<file path="config.mk">
export PLATFORM = sky130hd
export DESIGN_NAME = tmr_wave_ctrl
export DESIGN_NICKNAME = d
export VERILOG_FILES = /design/src/rtl/tmr_wave_pkg.sv /design/src/rtl/tmr_wave_chan.sv /design/src/rtl/tmr_wave_seq.sv /design/src/rtl/tmr_wave_mix.sv /design/src/rtl/tmr_wave_ctrl.sv
export SDC_FILE = /design/constraint.sdc
export NUM_CORES = 1
export LEC_CHECK = 0
export BUFFER_PORTS_ARGS = -buffer_cell sky130_fd_sc_hd__buf_4
export CAP_MARGIN = 20
export CORE_AREA = 2 2 39 41
export DETAILED_ROUTE_END_ITERATION = 8
export DIE_AREA = 0 0 41 43
export PLACE_DENSITY_LB_ADDON = 0.25
export SYNTH_ARGS = -nofsm -noshare
export SYNTH_HDL_FRONTEND = slang
export SYNTH_SLANG_ARGS = --single-unit
</file>
<file path="constraint.sdc">
create_clock -name clk_i -period 1.53 [get_ports clk_i]
set_clock_uncertainty 0.1 [all_clocks]
set_input_delay 0.306 -clock clk_i [delete_from_list [all_inputs] [get_ports clk_i]]
set_output_delay 0.306 -clock clk_i [all_outputs]
set_load 0.05 [all_outputs]
</file>
<file path="src/rtl/tmr_wave_pkg.sv">
package tmr_wave_pkg;
   typedef enum logic [1:0] {
      MRG_AND  = 2'b00,
      MRG_OR   = 2'b01,
      MRG_NOR  = 2'b10,
      MRG_NAND = 2'b11
   } merge_e;

   typedef enum logic [1:0] {
      SUB_INDEP = 2'b00,
      SUB_ALT   = 2'b01,
      SUB_LOW   = 2'b10,
      SUB_HIGH  = 2'b11
   } submode_e;

   function automatic logic merge_fn(input merge_e sel, input logic a, input logic b);
      logic r;
      unique case (sel)
         MRG_AND:  r = a & b;
         MRG_OR:   r = a | b;
         MRG_NOR:  r = ~(a | b);
         default:  r = ~(a & b);
      endcase
      return r;
   endfunction
endpackage

</file>
<file path="src/rtl/tmr_wave_chan.sv">
module tmr_wave_chan (
   input  logic clk_i,
   input  logic rst_ni,
   input  logic run_i,
   input  logic tc_i,
   input  logic lvl_i,
   output logic out_o
);
   logic ran_q;

   always_ff @(posedge clk_i or negedge rst_ni) begin
      if (!rst_ni) begin
         ran_q <= 1'b0;
         out_o <= 1'b0;
      end else begin
         ran_q <= run_i;
         if (!run_i)
            out_o <= ~lvl_i;
         else if (!ran_q)
            out_o <= lvl_i;
         else if (tc_i)
            out_o <= ~out_o;
      end
   end

   assert_idle_level_R5: assert property (@(posedge clk_i) disable iff (!rst_ni)
      !run_i |=> out_o == ~$past(lvl_i));
   assert_start_level_R4: assert property (@(posedge clk_i) disable iff (!rst_ni)
      (run_i && !ran_q) |=> out_o == $past(lvl_i));
   assert_tc_toggle_R6: assert property (@(posedge clk_i) disable iff (!rst_ni)
      (run_i && ran_q && tc_i) |=> out_o != $past(out_o));
endmodule

</file>
<file path="src/rtl/tmr_wave_seq.sv">
module tmr_wave_seq
   import tmr_wave_pkg::*;
(
   input  logic     clk_i,
   input  logic     rst_ni,
   input  submode_e mode_i,
   input  logic     en_nar_i,
   input  logic     en_wid_i,
   input  logic     tc_nar_i,
   input  logic     tc_wid_i,
   output logic     run_nar_o,
   output logic     run_wid_o
);
   logic turn_wid_q;
   logic alt;

   assign alt       = (mode_i == SUB_ALT);
   assign run_nar_o = en_nar_i & (~alt | ~turn_wid_q);
   assign run_wid_o = en_wid_i & ((mode_i == SUB_INDEP) | (alt & turn_wid_q));

   always_ff @(posedge clk_i or negedge rst_ni) begin
      if (!rst_ni)
         turn_wid_q <= 1'b0;
      else if (!alt)
         turn_wid_q <= 1'b0;
      else if (!turn_wid_q && run_nar_o && tc_nar_i)
         turn_wid_q <= 1'b1;
      else if (turn_wid_q && run_wid_o && tc_wid_i)
         turn_wid_q <= 1'b0;
   end

   assert_alt_clear_R8: assert property (@(posedge clk_i) disable iff (!rst_ni)
      (mode_i != SUB_ALT) |=> !turn_wid_q);
   assert_alt_handover_R7: assert property (@(posedge clk_i) disable iff (!rst_ni)
      (alt && !turn_wid_q && en_nar_i && tc_nar_i) |=> turn_wid_q);
endmodule

</file>
<file path="src/rtl/tmr_wave_mix.sv">
module tmr_wave_mix
   import tmr_wave_pkg::*;
#(
   parameter int unsigned MIX_REG = 0
) (
   input  logic   clk_i,
   input  logic   rst_ni,
   input  merge_e sel_i,
   input  logic   a_i,
   input  logic   b_i,
   output logic   mix_o
);
   logic raw;
   assign raw = merge_fn(sel_i, a_i, b_i);

   generate
      if (MIX_REG > 1) begin : g_bad
         $error("MIX_REG must be 0 or 1");
      end
      if (MIX_REG == 1) begin : g_reg
         always_ff @(posedge clk_i or negedge rst_ni) begin
            if (!rst_ni) mix_o <= 1'b0;
            else         mix_o <= raw;
         end
      end else begin : g_comb
         assign mix_o = raw;
      end
   endgenerate
endmodule

</file>
<file path="src/rtl/tmr_wave_ctrl.sv">
module tmr_wave_ctrl
   import tmr_wave_pkg::*;
#(
   parameter int unsigned MIX_REG = 0
) (
   input  logic       clk_i,
   input  logic       rst_ni,
   input  logic       run_nar_i,
   input  logic       run_wid_i,
   input  logic       tc_nar_i,
   input  logic       tc_wid_i,
   input  logic       lvl_nar_i,
   input  logic       lvl_wid_i,
   input  logic [1:0] submode_i,
   input  logic [1:0] merge_i,
   output logic       narrow_o,
   output logic       wide_o,
   output logic       mix_o
);
   submode_e mode;
   merge_e   msel;
   logic     go_nar, go_wid, wid_q;

   assign mode = submode_e'(submode_i);
   assign msel = merge_e'(merge_i);

   tmr_wave_seq u_seq (
      .clk_i(clk_i), .rst_ni(rst_ni), .mode_i(mode),
      .en_nar_i(run_nar_i), .en_wid_i(run_wid_i),
      .tc_nar_i(tc_nar_i), .tc_wid_i(tc_wid_i),
      .run_nar_o(go_nar), .run_wid_o(go_wid)
   );

   tmr_wave_chan u_nar (
      .clk_i(clk_i), .rst_ni(rst_ni), .run_i(go_nar),
      .tc_i(tc_nar_i), .lvl_i(lvl_nar_i), .out_o(narrow_o)
   );

   tmr_wave_chan u_wid (
      .clk_i(clk_i), .rst_ni(rst_ni), .run_i(go_wid),
      .tc_i(tc_wid_i), .lvl_i(lvl_wid_i), .out_o(wid_q)
   );

   assign wide_o = submode_i[1] ? submode_i[0] : wid_q;

   tmr_wave_mix #(.MIX_REG(MIX_REG)) u_mix (
      .clk_i(clk_i), .rst_ni(rst_ni), .sel_i(msel),
      .a_i(narrow_o), .b_i(wide_o), .mix_o(mix_o)
   );
endmodule

</file>
==> results by group <==
Status
  – Status: finished with violations
  – Violated checks: negative setup slack

Floorplanning
  – Die height: 43 µm
  – Core area: 1380 µm²
  – Row Count: 14
  – I/O pin total: 15
  – Die width: 41 µm
  – Die footprint: 1760 µm²
  – Initial Util: 0.199

Yosys
  – Seq/Total Area, Yosys: 0.455
  – Top cell type's share of synthesized area: 0.455
  – Most common cell in the synthesized netlist: mux2i_1
  – Yosys reg bits: 5
  – EDFF count, synth: 0
  – Synth Net Count: 36
  – Top cells by count, synth: mux2i_1 (7), dfrtp_1 (5), inv_1 (3)
  – Synthesized area per cell: 11.5 µm²
  – Top cells by area, synth: dfrtp_1 (45%), mux2i_1 (25%), xor2_1 (6.4%), mux2_4 (5.5%), a31oi_1 (4.5%)
  – Yosys Warn Count: 0
  – Yosys cell types: 9
  – Ys async rst share: 1.00
  – Post-synthesis cell area: 275 µm²
  – Ys flop type: dfrtp_1
  – Cells after synthesis: 24
  – Post-synth top area cell: dfrtp_1

Timing
  – Fmax: 550 MHz
  – RSZ-0062 raised after global routing: yes
  – Period utilization: 1.19
  – Slew Viols, Final: 0
  – Max-slew headroom: 0.836
  – Final hold vios: 0
  – Worst-margin pin slew: 245 ps
  – Final TNS setup: -288 ps
  – Final worst slack: -288 ps
  – Period minus WS final: 1820 ps
  – Final count of negative-setup-slack endpoints: 1
  – Hold slack: 149 ps

Routing
  – DR vias/cell: 4.18
  – Drt first pass iters: 2
  – Avg WL per Cell: 11.2 µm
  – Drt total wl: 692 µm
  – Initial DRC count: 4
  – DRC: 0
  – Vias: 259
  – Antenna Violating Nets Remaining: 0

CTS
  – Worst-path clk slew: 40 ps
  – Inserted Clock Buffers: 3
  – Clk_lat worst skew: 240 ps
  – Clock root cell: clkbuf_4
  – CTS Sinks: 5
  – Max clock buf depth: 2
  – H-tree levels: 1
  – CTS tree: done

Cells and area
  – Design area: 483 µm²
  – Post-layout util: 0.349
  – Layout Nets: 59
  – Area growth, synth to finish: 75.5%
  – Ant diodes: 0
  – Ratio of cells with drive above 1 in the final layout: 0.522

Global routing
  – Global-route wire length before repair: 1060 µm
  – Vias in the first global route: 268
  – GRT met3 Usage: 0.0785
  – GR Util met2: 0.134
  – Largest net degree at the start of global routing: 6
  – Met1 GRT Util: 0.0957
  – GR Overflow Total: 0
  – GR peak layer: met2
  – Total Routing Usage GR: 0.0941
  – Initial antenna violation count: 0

Critical path
  – Path type of the worst setup path: flop to output pin
  – CP arrival: 1410 ps
  – Setup crit start kind: flop
  – Crit end category: output pin
  – CP max FO: 3
  – WP data required: 1120 ps

Pwr
  – Power Dens Cells: 927 nW/µm²
  – Pwr Total: 0.448 mW
  – Static Leak: 0.247 nW
  – VDD IR-drop max: 380 µV

Placed design
  – GP Congestion: 0.760
  – PortBufs: 14
  – Dpl cell area: 428 µm²

Worst hold path
  – Hold WC Path Type: input pin to flop

Run
  – Max-cap viol count: 0
-- layout by cell type, fill, tap and decap left out, types with 2 or more instances in the layout --
master / count
buf_4: 16
clkbuf_4: 3
a31oi_1: 2
inv_1: 3
mux2i_2: 2
mux2i_1: 4
and3_1: 2
xor2_1: 2
dfrtp_1: 5
-- final timing paths --
kind | start | end | slack, ps | depth (start not counted)
worst max-delay path | u_wid.out_o | mix_o | -290 | 4
worst min-delay path | lvl_wid_i | u_wid.out_o | 150 | 2
worst max register to register | u_wid.out_o | u_wid.out_o | 340 | 5
worst min register to register | u_seq.turn_wid_q | u_nar.ran_q | 460 | 1
max in group asynchronous | rst_ni | u_wid.out_o | 920 | 2
min in group asynchronous | rst_ni | u_seq.turn_wid_q | 300 | 2
-- per-stage QoR --
step | setup slack (ps) | instances
after floorplan | -161 | 24
after global placement | -141 | 56
after detailed placement | -149 | 56
after CTS | -286 | 61
after global routing | -320 | 62
final | -288 | 62
-- area by class of cell --
| type | instances | area (µm²) |
|---|---|---|
| Multi-Input combinational cell | 16 | 159 |
| Clock buffer | 4 | 26.3 |
| Sequential cell | 5 | 125 |
| Timing Repair Buffer | 18 | 141 |
| Fill cell | 139 | 901 |
| Inverter | 3 | 11.3 |
| Tap cell | 16 | 20.0 |
-- critical path, stage by stage, from the launching register on --
cell and delay, ps:
dfrtp_1 380, mux2_4 310, mux2i_2 170, mux2i_4 140, buf_6 180
-- state kept, by name (all words and copies together), names as in the netlist --
register          flops
u_nar.ran_q           1
u_wid.ran_q           1
u_nar.out_o           1
u_wid.out_o           1
u_seq.turn_wid_q      1
-- power by group --
group	internal [mW]	switching [mW]	total, mW
Clock	0.0986	0.0540	0.153
Sequential	0.142	0.00921	0.151
Combinational	0.0722	0.0720	0.144
Total	0.312	0.135	0.448
-- layer usage --
metal / part of all wire / routed length (µm)
met1: 0.41 / 282
met2: 0.50 / 343
met3: 0.097 / 67
met4: 0 / 0
met5: 0 / 0
-- kinds of logic after synthesis --
| family | count (synthesis) | share of synthesized area |
|---|---|---|
| buffers and inverters | 3 | 0.0409 |
| DFF | 5 | 0.455 |
| AOI/OAI and AO/OA | 3 | 0.0636 |
| xor gates and xnor gates | 2 | 0.0636 |
| and+or+nand+nor | 3 | 0.0682 |
| muxes | 8 | 0.309 |
-- what timing repair did --
item / in CTS / in global routing
buffers inserted: 0 / 1
setup endpoints to repair: 1 / 2
hold buffers: 1 / 0
endpoints found under the hold margin: 5 / 0
resized for setup: 3 / 0
pin swaps: 0 / 0
No activity file was read; power rests on OpenSTA's default activity.
